<file path="src/rtl/l1_walk_unit.sv">
module l1_walk_unit (
  input  logic        clk,
  input  logic        rst_n,
  input  logic        cfg_we,
  input  logic [1:0]  cfg_sel,
  input  logic [31:0] cfg_wdata,
  input  logic        req_valid,
  output logic        req_ready,
  input  logic [31:0] req_va,
  output logic        mem_rd_req,
  output logic [31:0] mem_rd_addr,
  input  logic        mem_rd_valid,
  input  logic [31:0] mem_rd_data,
  output logic        res_valid,
  output logic [1:0]  res_kind,
  output logic [31:0] res_addr,
  output logic        res_fault,
  output logic        res_base1
);
  typedef enum logic [1:0] {S_IDLE, S_REQ, S_WAIT} st_t;
  localparam logic [1:0] K_FAULT = 2'b00, K_TABLE = 2'b01, K_SECT = 2'b10;

  st_t         st;
  logic [31:0] base0, base1, va_q;
  logic [2:0]  split;
  logic        use0;
  logic [31:0] top_mask, addr0, addr1, idx0;
  logic [1:0]  dk;
  logic [31:0] da;

  assign top_mask = ~(32'hFFFF_FFFF >> split);
  assign use0     = (req_va & top_mask) == 32'd0;
  assign idx0     = (req_va >> 20) & (32'h0000_0FFF >> split);
  assign addr0    = (base0 & ~(32'h0000_3FFF >> split)) | (idx0 << 2);
  assign addr1    = {base1[31:14], req_va[31:20], 2'b00};

  assign req_ready  = (st == S_IDLE);
  assign mem_rd_req = (st == S_REQ);
  assign res_fault  = (res_kind == K_FAULT);

  always_comb begin
    case (mem_rd_data[1:0])
      2'b01:   begin dk = K_TABLE; da = {mem_rd_data[31:10], 10'b0}; end
      2'b10:   begin dk = K_SECT;  da = {mem_rd_data[31:20], va_q[19:0]}; end
      default: begin dk = K_FAULT; da = 32'd0; end
    endcase
  end

  always_ff @(posedge clk or negedge rst_n) begin
    if (!rst_n) begin
      st <= S_IDLE;
      base0 <= '0;
      base1 <= '0;
      split <= '0;
      va_q <= '0;
      mem_rd_addr <= '0;
      res_valid <= 1'b0;
      res_kind <= K_FAULT;
      res_addr <= '0;
      res_base1 <= 1'b0;
    end else begin
      res_valid <= 1'b0;
      if (cfg_we && st == S_IDLE) begin
        case (cfg_sel)
          2'b00:   base0 <= cfg_wdata;
          2'b01:   base1 <= cfg_wdata;
          2'b10:   split <= cfg_wdata[2:0];
          default: ;
        endcase
      end
      case (st)
        S_IDLE: if (req_valid) begin
          va_q        <= req_va;
          mem_rd_addr <= use0 ? addr0 : addr1;
          res_base1   <= ~use0;
          st          <= S_REQ;
        end
        S_REQ:  st <= S_WAIT;
        S_WAIT: if (mem_rd_valid) begin
          res_valid <= 1'b1;
          res_kind  <= dk;
          res_addr  <= da;
          st        <= S_IDLE;
        end
        default: st <= S_IDLE;
      endcase
    end
  end

  AST_ONE_READ:   assert property (@(posedge clk) disable iff (!rst_n) mem_rd_req |=> !mem_rd_req);
  AST_BUSY_READ:  assert property (@(posedge clk) disable iff (!rst_n) mem_rd_req |-> !req_ready);
  AST_RES_PULSE:  assert property (@(posedge clk) disable iff (!rst_n) res_valid |=> !res_valid);
  AST_RES_AFTER:  assert property (@(posedge clk) disable iff (!rst_n) $rose(res_valid) |-> $past(mem_rd_valid));
  AST_N0_BASE0:   assert property (@(posedge clk) disable iff (!rst_n) (res_valid && split == 3'd0) |-> !res_base1);
  AST_SECT_OFS:   assert property (@(posedge clk) disable iff (!rst_n) (res_valid && res_kind == K_SECT) |-> res_addr[19:0] == va_q[19:0]);
  AST_CFG_FROZEN: assert property (@(posedge clk) disable iff (!rst_n) !req_ready |=> ($stable(base0) && $stable(base1) && $stable(split)));
endmodule

</file>
<file path="config.mk">
export PLATFORM = sky130hd
export DESIGN_NAME = l1_walk_unit
export DESIGN_NICKNAME = d
export VERILOG_FILES = /design/src/rtl/l1_walk_unit.sv
export SDC_FILE = /design/constraint.sdc
export NUM_CORES = 1
export LEC_CHECK = 0
export ABC_AREA = 1
export BUFFER_PORTS_ARGS = -buffer_cell sky130_fd_sc_hd__buf_2
export CORE_ASPECT_RATIO = 1.1
export CORE_MARGIN = 2
export CORE_UTILIZATION = 40
export DETAILED_ROUTE_END_ITERATION = 16
export GPL_TIMING_DRIVEN = 0
export SLEW_MARGIN = 20
export SYNTH_ARGS = -nofsm -noshare
export SYNTH_HDL_FRONTEND = slang
export SYNTH_SLANG_ARGS = --single-unit
</file>
<file path="constraint.sdc">
create_clock -name clk -period 4.9 [get_ports clk]
set_clock_uncertainty 0.2 [all_clocks]
set_input_delay 0.49 -clock clk [delete_from_list [all_inputs] [get_ports clk]]
set_output_delay 0.49 -clock clk [all_outputs]
set_load 0.02 [all_outputs]
</file>
==> results.txt <==
Synthesis produced 693 cells. The setup slack of the critical path after layout came out at 2.94 ns. sky130_fd_sc_hd__dfrtp_1 takes more of the synthesized area than any other cell. The global route total overflow is 0. The total of endpoints with negative setup slack in the final report came out at 0. The met3 wire length came out at 757 um. The final hold slack came out at 0.0713 ns.

The final net count is 981. The highest clock frequency the design can meet is 511 MHz. For this configuration, the core starts out at a cell density of 40.7%. The switching power summed over all nets is 1.82 mW.

After Yosys synthesis, full adders, half adders and majority gates account for 0.854% of the synthesized area. The cell count of the worst reg-to-reg path is 5. STA classifies the critical path startpoint as a flop. The switching power as a share of total power came out at between 30% and 40%.

The tightest min-delay check is of the in2reg type. The synthesized netlist devotes 24.9% of its cell area to simple gates. Ranked by total cell area, the synthesized netlist is headed by sky130_fd_sc_hd__dfrtp_1, sky130_fd_sc_hd__nand2_1, sky130_fd_sc_hd__o21ai_0. The worst setup path is of the reg2reg kind. In the post-synthesis netlist, the cell with the most instances is sky130_fd_sc_hd__nand2_1. After detailed routing, the average wire length per cell comes to 13.8 um. The number of antenna violations at the first check in global routing is 2.

The number of enable-type register cells in the synthesized netlist is 0. The yosys synthesis warning count is 0. The maximum buffer depth of the clock tree came out at 2.

In the synthesized netlist the async set-or-reset flop fraction comes to 100%. The post-synthesis cell area came out at 0.00586 mm2. The final-report hold violation count is 0. Clock-pin slew was measured on the worst setup and hold paths at 0.06 ns. The proportion of power drawn by combinational gates is approximately a third. The detailed-routing wirelength on met1 is 6760 um. Dividing total power by cell area gives a power density of 632 mW/mm2. The flow ran to the end, and the final reports show no timing, DRC or antenna violations.

The highest layer touched by signal routing is met5. The first global-routing pass estimated 24100 um of wire. The count of buffers inserted at the top-level ports came out at 159. The chip height is 131 um.

The flip-flop and latch count after synthesis is roughly 130. The post-layout minimum cycle time came out at between 1.5 and 2 ns. The detailed-routing iteration count for the pre-antenna-repair pass is 4. The worst hold path begins at req_va[5]. The mux share of post-synthesis cell area is 0.961%. The synthesis-to-finish area growth came out at 28.3%. The worst slew slack as a fraction of its limit is 61.1%.

The hold path depth came out at 3. In the final layout, the share of cells above drive strength 1 is 24.9%. The max-slew violation total from the final report is 0.

The via count of the first global-routing pass is 4738. The register-to-register path setup slack is between 2 and 3 ns. TritonCTS built the clock tree.

The end point of the most critical hold path is va_q[5]$_DFFE_PN0P_. The floorplan has 46 rows. Setup repair after global routing left no endpoint under its margin. The H-tree was split into 4 levels. The final-layout setup total negative slack is 0 ns. The internal power summed over all cells came out at approximately 2.9 mW. Excluding fillers, the count of instances in the completed layout stands at approximately 1100. The congestion estimate from routability-driven global placement came to 0.783. The fill cell total of the finished layout is 1433. The pre-CTS setup slack came out at between 2 and 3 ns. The CTS buffer count is 17.

The clock tree root driver cell is sky130_fd_sc_hd__clkbuf_16. The worst flop-to-flop path startpoint is st[1]$_DFFE_PN0P_. The post-synthesis xor/xnor area fraction came out at 0%.

The reg-to-reg endpoint is base0[12]$_DFFE_PN0P_. After detailed routing, the number of vias per cell comes to ~4.5. By area, the combinational part of the netlist is dominated by simple AND/OR/NAND/NOR gates. In this run, distinct cell masters in the synthesized netlist total 28. Sequential cells burn 39.4% of the power. The aggregate global-route resource usage is about a fifth.

Entering global routing, the biggest net connects 87 pins. The area inside the core boundary is 0.0144 mm2. The worst-skew pair later-pin latency came out at 0.41 ns. The number of top-level pins is 174. The HPWL after detailed placement is 10900 um. The clock network is responsible for 25.3% of the overall power. The required time of the critical path came out at 4.98 ns. The number of cells after detailed placement came out at 1046.

For this run, the leading register cell type out of synthesis is sky130_fd_sc_hd__dfrtp_1. The area share of the largest cell type after synthesis is 57.2%. The die covers 0.0156 mm2.

The leakage power total came out at 4.12 nW. The per-instance average area after synthesis came out at 8.46 um2. The max capacitance violation total is 0.

The floorplan step set the die width to 119 um. The maximum fanout encountered on the critical timing path came out at 10. The count of antenna diodes in the layout came out at 0. Clock tree synthesis found a total of 134 sinks. The largest vdd supply drop is 0.266 mV. The total wirelength of the detailed-routed design is 14800 um. Post-CTS repair changed the size of 0 cells. The worst setup path is captured at a flop. By count the netlist is led by sky130_fd_sc_hd__nand2_1, sky130_fd_sc_hd__dfrtp_1, sky130_fd_sc_hd__o21ai_0. After detailed routing, the met2 layer carries 7120 um of wire. The via count of the routed design is 4891. The iteration-0 DRC count of the detailed router came out at 250. For the pin with the worst max-slew slack, the measured transition is 0.584 ns. Total power for the finished layout comes to 4.75 mW. Of the synthesized area, sequential elements account for a little under three fifths. The critical path starts at st[1]$_DFFE_PN0P_. The synthesized netlist devotes 8.65% of its cell area to compound gates. STA puts the critical path data arrival time at 2.04 ns. The total DRC errors in the routed layout is 0. In this run the remaining antenna-violating nets after routing total 0. After layout, the worst path uses between 30% and 40% of the clock period.
==> critical path, cell delays in order (launching register included) <==
cell                       delay [ns]
sky130_fd_sc_hd__dfrtp_1         0.42
sky130_fd_sc_hd__nor3b_2         0.32
sky130_fd_sc_hd__nand2_1         0.32
sky130_fd_sc_hd__clkbuf_1        0.34
sky130_fd_sc_hd__nor2_1          0.18
sky130_fd_sc_hd__a21oi_1         0.05
==> area by class of cell <==
class	count	area, um2	area share, %
buffer	35	171	2.28
tap	192	240	3.20
sequential	134	3350	44.6
clock buffer	20	467	6.21
clock inverter	12	104	1.38
timing repair buffer	161	843	11.2
inverter	69	259	3.44
multi-input combinational	456	2080	27.7
==> per-stage QoR <==
step | utilization [%] | cell area (um2)
after floorplan | - | 5860
after global placement | 48.0 | 6900
after detailed placement | 48.2 | 6940
after CTS | 52.3 | 7520
after global routing | 52.3 | 7520
final | 52.3 | 7520
==> timing repair <==
action / 4_1_cts / 5_1_grt
setup buffers: 0 / 0
hold endpoints to repair: 48 / 0
hold buffers: 1 / 0
==> layout by cell type (no fill, tap or decap), types with 2 or more instances in the layout <==
cell type and instances:
sky130_fd_sc_hd__conb_1 2, sky130_fd_sc_hd__mux2_2 5, sky130_fd_sc_hd__clkinvlp_4 6, sky130_fd_sc_hd__nand3_1 29, sky130_fd_sc_hd__a21oi_1 6, sky130_fd_sc_hd__buf_4 4
sky130_fd_sc_hd__dfrtp_1 134, sky130_fd_sc_hd__clkbuf_1 23, sky130_fd_sc_hd__inv_1 67, sky130_fd_sc_hd__buf_6 3, sky130_fd_sc_hd__nand2_2 6, sky130_fd_sc_hd__or2_2 2
sky130_fd_sc_hd__clkbuf_16 17, sky130_fd_sc_hd__nand2_1 275, sky130_fd_sc_hd__inv_2 2, sky130_fd_sc_hd__ha_1 4, sky130_fd_sc_hd__nor2_1 11, sky130_fd_sc_hd__nand3b_1 18
sky130_fd_sc_hd__buf_1 3, sky130_fd_sc_hd__o21ai_0 89, sky130_fd_sc_hd__clkinv_2 4, sky130_fd_sc_hd__clkbuf_8 3, sky130_fd_sc_hd__buf_2 160
==> per-layer routing <==
metal / track usage [%] / vias to the layer above
met1: 25.8 / 2215
met4: 6.57 / 4
met3: 5.21 / 19
met5: 0 / -
li1: - / 2527
met2: 32.5 / 126
==> flip-flops by register name, indices dropped and copies added (netlist names) <==
register and cells:
base0 25, base1 18, mem_rd_addr 30, res_addr 32, res_base1 1, res_kind 2, res_valid 1, split 3
st 2, va_q 20
==> logic make-up (layout without fill, tap and decap cells) <==
family,Yosys count,after routing
other,1,2
buffers and inverters,104,297
adders and majority gates,4,4
muxes,5,5
AOI/OAI and AO/OA,99,99
DFF,134,134
and+or+nand+nor,346,346
==> worst max path at each step <==
stage                                              to  slack, ns  cells past startpoint
after floorplan           mem_rd_addr[14]$_DFFE_PN0P_       3.14                      6
after global placement          base1[21]$_DFFE_PN0P_       1.22                      1
after detailed placement        base0[12]$_DFFE_PN0P_       2.79                      6
after CTS                       base0[12]$_DFFE_PN0P_       2.92                      5
after global routing            base0[12]$_DFFE_PN0P_       2.81                      5
final                           base0[12]$_DFFE_PN0P_       2.94                      5
==> power groups by stage <==
stage	combinational, mW	sequential, mW	clock [mW]
2_1_floorplan	0.863	2.12	0
3_3_place_gp	1.67	1.87	0
3_5_place_dp	1.70	1.88	0
4_1_cts	1.70	1.87	1.23
5_1_grt	1.90	1.93	1.29
6_report	1.68	1.87	1.20
Power figures use the tool's default switching activity.
